File: config.mk
export PLATFORM = sky130hd
export DESIGN_NAME = cbr_unit
export DESIGN_NICKNAME = d
export VERILOG_FILES = /design/src/rtl/cbr_pkg.sv /design/src/rtl/cbr_decode.sv /design/src/rtl/cbr_compare.sv /design/src/rtl/cbr_target.sv /design/src/rtl/cbr_unit.sv
export SDC_FILE = /design/constraint.sdc
export NUM_CORES = 1
export LEC_CHECK = 0
export BUFFER_PORTS_ARGS = -buffer_cell sky130_fd_sc_hd__buf_2
export CORE_AREA = 2 2 136 237
export CTS_CLUSTER_SIZE = 20
export DETAILED_ROUTE_END_ITERATION = 8
export DIE_AREA = 0 0 138 239
export HOLD_SLACK_MARGIN = 0.02
export PLACE_DENSITY_LB_ADDON = 0.3
export SLEW_MARGIN = 20
export SYNTH_ARGS = -nofsm -noshare
export SYNTH_HDL_FRONTEND = slang
export SYNTH_HIERARCHICAL = 1
export SYNTH_SLANG_ARGS = --single-unit
File: constraint.sdc
create_clock -name clk_i -period 1.5 [get_ports clk_i]
set_input_delay 0.375 -clock clk_i [delete_from_list [all_inputs] [get_ports clk_i]]
set_output_delay 0.375 -clock clk_i [all_outputs]
set_load 0.01 [all_outputs]
File: src/rtl/cbr_pkg.sv
package cbr_pkg;
  localparam int unsigned INSN_W  = 32;
  localparam int unsigned IDX_W   = 5;
  localparam int unsigned IMM_W   = 9;
  localparam int unsigned SF_BIT  = 31;
  localparam int unsigned OPC_LO  = 24;
  localparam int unsigned CC_LO   = 21;
  localparam int unsigned RM_LO   = 16;
  localparam int unsigned PAD_LO  = 14;
  localparam int unsigned IMM_LO  = 5;
  localparam int unsigned RT_LO   = 0;
  localparam logic [6:0]  OPC_VAL = 7'b1110100;
  localparam logic [IDX_W-1:0] ZERO_IDX = '1;

  typedef enum logic [1:0] {
    CMP_GT = 2'd0,
    CMP_GE = 2'd1,
    CMP_EQ = 2'd2,
    CMP_NE = 2'd3
  } cmp_op_e;

  typedef struct packed {
    logic             undef;
    logic             wide;
    logic             is_signed;
    cmp_op_e          op;
    logic [IDX_W-1:0] rt;
    logic [IDX_W-1:0] rm;
    logic [IMM_W-1:0] imm;
  } dec_t;
endpackage

File: src/rtl/cbr_decode.sv
module cbr_decode
  import cbr_pkg::*;
(
  input  logic [INSN_W-1:0] insn_i,
  input  logic              feat_en_i,
  output dec_t              dec_o
);
  logic       match;
  logic [2:0] cc;
  logic       rsvd;

  assign cc    = insn_i[CC_LO +: 3];
  assign match = (insn_i[OPC_LO +: 7] == OPC_VAL) && (insn_i[PAD_LO +: 2] == 2'b00);

  always_comb begin
    rsvd            = 1'b0;
    dec_o.is_signed = 1'b0;
    dec_o.op        = CMP_EQ;
    unique case (cc)
      3'b000:  begin dec_o.op = CMP_GT; dec_o.is_signed = 1'b1; end
      3'b001:  begin dec_o.op = CMP_GE; dec_o.is_signed = 1'b1; end
      3'b010:  dec_o.op = CMP_GT;
      3'b011:  dec_o.op = CMP_GE;
      3'b110:  dec_o.op = CMP_EQ;
      3'b111:  dec_o.op = CMP_NE;
      default: rsvd = 1'b1;
    endcase
  end

  assign dec_o.undef = !match || !feat_en_i || rsvd;
  assign dec_o.wide  = insn_i[SF_BIT];
  assign dec_o.rt    = insn_i[RT_LO +: IDX_W];
  assign dec_o.rm    = insn_i[RM_LO +: IDX_W];
  assign dec_o.imm   = insn_i[IMM_LO +: IMM_W];
endmodule

File: src/rtl/cbr_compare.sv
module cbr_compare
  import cbr_pkg::*;
#(
  parameter int unsigned XLEN = 64
) (
  input  logic [XLEN-1:0]  op_a_i,
  input  logic [XLEN-1:0]  op_b_i,
  input  logic [IDX_W-1:0] idx_a_i,
  input  logic [IDX_W-1:0] idx_b_i,
  input  logic             wide_i,
  input  logic             is_signed_i,
  input  cmp_op_e          op_i,
  output logic             hit_o
);
  localparam int unsigned HALF = XLEN / 2;
  localparam int unsigned NOPS = 2;

  logic [XLEN-1:0]  raw [NOPS];
  logic [IDX_W-1:0] idx [NOPS];
  logic [XLEN-1:0]  opnd [NOPS];
  logic [XLEN:0]    ext  [NOPS];

  assign raw[0] = op_a_i;
  assign raw[1] = op_b_i;
  assign idx[0] = idx_a_i;
  assign idx[1] = idx_b_i;

  for (genvar g = 0; g < NOPS; g++) begin : g_opnd
    logic sgn;
    assign opnd[g] = (idx[g] == ZERO_IDX) ? '0 : raw[g];
    assign sgn     = is_signed_i && (wide_i ? opnd[g][XLEN-1] : opnd[g][HALF-1]);
    // one extra bit so a single signed compare serves both signednesses
    assign ext[g]  = wide_i ? {sgn, opnd[g]}
                            : {{(XLEN-HALF+1){sgn}}, opnd[g][HALF-1:0]};
  end

  logic gt, eq;
  assign gt = $signed(ext[0]) > $signed(ext[1]);
  assign eq = ext[0] == ext[1];

  always_comb begin
    unique case (op_i)
      CMP_GT: hit_o = gt;
      CMP_GE: hit_o = gt || eq;
      CMP_EQ: hit_o = eq;
      CMP_NE: hit_o = !eq;
      default: hit_o = 1'b0;
    endcase
  end
endmodule

File: src/rtl/cbr_target.sv
module cbr_target #(
  parameter int unsigned XLEN  = 64,
  parameter int unsigned IMM_W = 9
) (
  input  logic [XLEN-1:0]  pc_i,
  input  logic [IMM_W-1:0] imm_i,
  output logic [XLEN-1:0]  target_o,
  output logic [XLEN-1:0]  seq_o
);
  localparam int unsigned OFF_W = IMM_W + 2;
  localparam logic [XLEN-1:0] INSN_BYTES = XLEN'(4);

  logic [XLEN-1:0] offset;
  assign offset   = {{(XLEN-OFF_W){imm_i[IMM_W-1]}}, imm_i, 2'b00};
  assign target_o = pc_i + offset;
  assign seq_o    = pc_i + INSN_BYTES;
endmodule

File: src/rtl/cbr_unit.sv
module cbr_unit
  import cbr_pkg::*;
#(
  parameter int unsigned XLEN = 64
) (
  input  logic                clk_i,
  input  logic                rst_ni,
  input  logic                valid_i,
  input  logic [INSN_W-1:0]   insn_i,
  input  logic [XLEN-1:0]     pc_i,
  input  logic [XLEN-1:0]     op_a_i,
  input  logic [XLEN-1:0]     op_b_i,
  input  logic                feat_en_i,
  output logic [IDX_W-1:0]    rs_a_idx_o,
  output logic [IDX_W-1:0]    rs_b_idx_o,
  output logic                res_valid_o,
  output logic                undef_o,
  output logic                taken_o,
  output logic [XLEN-1:0]     target_o,
  output logic [XLEN-1:0]     next_pc_o
);
  dec_t            dec;
  logic            hit;
  logic            take_d;
  logic [XLEN-1:0] tgt_d, seq_d;

  cbr_decode u_dec (
    .insn_i    (insn_i),
    .feat_en_i (feat_en_i),
    .dec_o     (dec)
  );

  cbr_compare #(.XLEN(XLEN)) u_cmp (
    .op_a_i      (op_a_i),
    .op_b_i      (op_b_i),
    .idx_a_i     (dec.rt),
    .idx_b_i     (dec.rm),
    .wide_i      (dec.wide),
    .is_signed_i (dec.is_signed),
    .op_i        (dec.op),
    .hit_o       (hit)
  );

  cbr_target #(.XLEN(XLEN), .IMM_W(IMM_W)) u_tgt (
    .pc_i     (pc_i),
    .imm_i    (dec.imm),
    .target_o (tgt_d),
    .seq_o    (seq_d)
  );

  assign rs_a_idx_o = dec.rt;
  assign rs_b_idx_o = dec.rm;
  assign take_d     = hit && !dec.undef;

  always_ff @(posedge clk_i or negedge rst_ni) begin
    if (!rst_ni) begin
      res_valid_o <= 1'b0;
      undef_o     <= 1'b0;
      taken_o     <= 1'b0;
      target_o    <= '0;
      next_pc_o   <= '0;
    end else begin
      res_valid_o <= valid_i;
      if (valid_i) begin
        undef_o   <= dec.undef;
        taken_o   <= take_d;
        target_o  <= tgt_d;
        next_pc_o <= take_d ? tgt_d : seq_d;
      end
    end
  end
endmodule

==> summary.json <==
{
  "timing.fmax": {"value": 284.1, "unit": "MHz"},
  "synth_flop_cell": {"value": "sky130_fd_sc_hd__dfrtp_1"},
  "setup_slack_on_the_worst_flop_to_flop_path": {"value": 0.69, "unit": "ns"},
  "detailedRoute.firstPassIterationCount": {"value": 7},
  "timing.max_slew.rel_slack": {"value": 59.54, "unit": "%"},
  "grt_start_max_net_pins": {"value": 47},
  "timing.critical_path.to_type": {"value": "register"},
  "vias_per_cell": {"value": 5.748},
  "overflow": {"value": 0},
  "worstRegToRegCells": {"value": 1},
  "fin_hold_ws": {"value": 0.2028, "unit": "ns"},
  "detail_route.iter0.violations": {"value": 838},
  "drc": {"value": 0},
  "layout.cells.most_common": {"value": "sky130_fd_sc_hd__buf_2"},
  "hold_viol_final": {"value": 0},
  "postSynth.asyncResetShare": {"value": 100.0, "unit": "%"},
  "netlist_instances": {"value": 1676},
  "synthesis.nets": {"value": 2032},
  "start_util": {"value": 43.35, "unit": "%"},
  "worst_path_max_delay_cell": {"value": "sky130_fd_sc_hd__ha_1"},
  "ir_worst_vdd": {"value": 0.7799, "unit": "mV"},
  "path_class": {"value": "in -> reg"},
  "yosys.area.top_type_share": {"value": 24.23, "unit": "%"},
  "routabilityCongestion": {"value": 0.9730},
  "wl": {"value": 57060, "unit": "µm"},
  "critical_path_required": {"value": 1.80, "unit": "ns"},
  "wire_length_of_the_first_global_routing_pass": {"value": 83780, "unit": "µm"},
  "synth_sequential_area_ratio": {"value": 24.23, "unit": "%"},
  "io-pin-count": {"value": 369},
  "syn_area_per_cell": {"value": 8.071, "unit": "µm²"},
  "status": {"value": "finished, violations left"},
  "timing.final.crit_share": {"value": 234.6, "unit": "%"},
  "timing.final.crit_period": {"value": 3.519, "unit": "ns"},
  "chipHeight": {"value": 239, "unit": "µm"},
  "routed-via-count": {"value": 16036},
  "drive_above_1_share": {"value": 49.39, "unit": "%"},
  "die-area": {"value": 0.03298, "unit": "mm²"},
  "netlist_area": {"value": 0.01353, "unit": "mm²"},
  "synth_top_cell_by_area": {"value": "sky130_fd_sc_hd__dfrtp_1"},
  "area.sequential": {"value": 0.003278, "unit": "mm²"},
  "fill_cells": {"value": 2293},
  "place.port_buffers": {"value": 368},
  "numCtsBuffers": {"value": 17},
  "cp_max_fo": {"value": 10},
  "setup_repair_after_global_routing_missed_its_margin": {"value": "yes"},
  "setup_tns": {"value": -184.00, "unit": "ns"},
  "die-width": {"value": 138, "unit": "µm"},
  "synth_cell_type_count": {"value": 69},
  "syn_to_final_growth": {"value": 63.81, "unit": "%"},
  "clock_sinks": {"value": 131},
  "tritoncts": {"value": "yes"},
  "ys_top_cells_by_area": {"value": "sky130_fd_sc_hd__dfrtp_1, sky130_fd_sc_hd__ha_1, sky130_fd_sc_hd__nand2_1"},
  "powerDensity": {"value": 801.3, "unit": "mW/mm²"},
  "timing.critical_path.arrival": {"value": 3.82, "unit": "ns"},
  "timing.rr.end": {"value": "target_o[11]"},
  "antenna_violations_before_repair": {"value": 4},
  "final_core_utilization": {"value": 71.01, "unit": "%"},
  "place_hpwl": {"value": 42040, "unit": "µm"},
  "clkLatencyLatePin": {"value": 0.45, "unit": "ns"},
  "rows": {"value": 86},
  "setup_viol": {"value": 122},
  "postSynthRegisterBits": {"value": 131},
  "core_area": {"value": 0.03120, "unit": "mm²"},
  "clk_pin_slew": {"value": 0.06, "unit": "ns"},
  "layout.cells.most_common_list": {"value": "sky130_fd_sc_hd__buf_2, sky130_fd_sc_hd__buf_4, sky130_fd_sc_hd__nand2_1, sky130_fd_sc_hd__dfrtp_1, sky130_fd_sc_hd__inv_1"},
  "cts_root_buffer": {"value": "sky130_fd_sc_hd__clkbuf_16"},
  "min-delay-start": {"value": "pc_i[0]"},
  "max_slew.worst_pin.slew": {"value": 0.6013, "unit": "ns"},
  "nNetsFinal": {"value": 2736},
  "slew_violations": {"value": 0},
  "routed_wire_length_per_instance": {"value": 20.45, "unit": "µm"},
  "synth-edff-count": {"value": 0},
  "reg2reg_from": {"value": "target_o[11]"},
  "clock-skew-final": {"value": 0, "unit": "ns"},
  "total_leakage_power": {"value": 10.66, "unit": "nW"},
  "final_antenna_violating_net_count": {"value": 0},
  "hold_crit_path_type": {"value": "in -> reg"},
  "hold_depth": {"value": 2},
  "cts.path.max_buffers": {"value": 2},
  "failing_checks": {"value": "setup timing"},
  "clock_tree.htree_level_count": {"value": 4},
  "cpPeakStageDelay": {"value": 0.31, "unit": "ns"},
  "timing.critical_path.cells": {"value": "buf_6, and3_4, nand3_4, and2_4, a21oi_4, buf_6, buf_16, a21oi_1, ha_1, nand2_2, nor4_4, nand3_2, nor2_2, buf_4, o41ai_2, o211ai_1, xor2_1, a21oi_4, buf_12, buf_12, buf_16, nand4b_1, o221ai_1"},
  "multiInputGateArea": {"value": 0.01149, "unit": "mm²"},
  "whs_endpoint": {"value": "target_o[0]"},
  "groute.usage.overall": {"value": 32.19, "unit": "%"},
  "setup_ws": {"value": -2.019, "unit": "ns"},
  "yosys_warnings": {"value": 6},
  "power.total": {"value": 17.75, "unit": "mW"},
  "timing.max_cap.violations": {"value": 0},
  "first_global_vias": {"value": 16518},
  "critPathLaunchType": {"value": "input pin"}
}
[cell usage after synthesis (all sizes together), types with 3 or more instances]
master / number
clkbuf: 45
and2: 37
a21o: 31
and3: 20
mux2: 68
a211oi: 17
and4: 7
o211ai: 4
a21oi: 131
nand2b: 5
dfrtp: 131
nor4: 6
o21ai: 60
or3: 4
o31ai: 6
xor2: 35
nor3: 16
nand4: 38
buf: 75
a31oi: 9
o221ai: 65
o41ai: 3
nand2: 318
o311ai: 3
nor2b: 6
or2: 3
o21a: 6
inv: 95
nand4b: 64
nand3: 49
ha: 127
nor2: 65
a211o: 3
o21bai: 17
xnor2: 83
[cell families (layout without fill, tap and decap cells)]
family,count (synthesis),in the layout,synth area share (%)
adders and majority gates,128,128,11.90
muxes,68,68,6.438
DFF,131,131,24.23
buffers and inverters,216,933,7.557
xor gates and xnor gates,118,118,7.640
AOI/OAI and AO/OA,371,371,18.47
and+or+nand+nor,644,644,23.76
other,0,1,0
[routing by layer]
layer	wire length, µm	track usage [%]
met2	30760	63.70
met4	5175	24.83
met5	24	0
met3	3346	5.749
met1	17750	28.07
[power breakdown]
| group | leakage (nW) | internal, mW | switching [mW] |
|---|---|---|---|
| Sequential | 1.56 | 4.15 | 0.374 |
| Combinational | 8.79 | 4.36 | 4.30 |
| Clock | 0.307 | 2.80 | 1.77 |
| Total | 10.7 | 11.3 | 6.44 |
[worst max-delay path: cells and delay by family]
| kind | cells | cell delay [ns] |
|---|---|---|
| adders and majority gates | 1 | 0.31 |
| buffers and inverters | 7 | 0.96 |
| AOI/OAI and AO/OA | 6 | 0.65 |
| xor gates and xnor gates | 1 | 0.26 |
| and+or+nand+nor | 8 | 1.24 |
[how the worst max path moves through the flow]
stage                         end  startpoint  cells after the start  slack, ns
floorplan           next_pc_o[13]   insn_i[2]                     20      -1.87
global placement    next_pc_o[49]   insn_i[4]                     19      -2.44
detailed placement  next_pc_o[49]   insn_i[4]                     19      -2.53
CTS                       taken_o   insn_i[2]                     22      -1.92
global route        next_pc_o[62]   insn_i[2]                     22      -2.15
finish              next_pc_o[62]   insn_i[2]                     23      -2.02
[repair_timing]
action	CTS	global route
hold endpoints to repair	28	0
cloned	8	3
setup buffers	48	42
pin swaps	88	90
hold buffers	1	0
gates resized for setup	237	116
setup endpoints to repair	121	122
[sequential cells by signal, indices dropped and copies added, names as in the netlist]
| signal | count |
|---|---|
| next_pc_o | 64 |
| res_valid_o | 1 |
| taken_o | 1 |
| target_o | 64 |
| undef_o | 1 |
[through the flow]
step / area (µm²) / std cells / setup slack (ns)
after global placement: 19140 / 2706 / -2.437
after floorplan: 14590 / 1676 / -1.869
final: 22160 / 2790 / -2.019
after detailed placement: 19140 / 2706 / -2.534
after global routing: 22160 / 2790 / -2.152
after CTS: 21490 / 2770 / -1.922
[cell type report]
| type | count | area share, % |
|---|---|---|
| inverter | 95 | 1.632 |
| tap | 396 | 2.236 |
| multi-input combinational | 1329 | 51.88 |
| timing repair buffer | 806 | 26.60 |
| sequential | 131 | 14.79 |
| clock buffer | 22 | 2.185 |
| antenna | 1 | 0.01129 |
| clock inverter | 10 | 0.6607 |
Power figures use the tool's default switching activity.
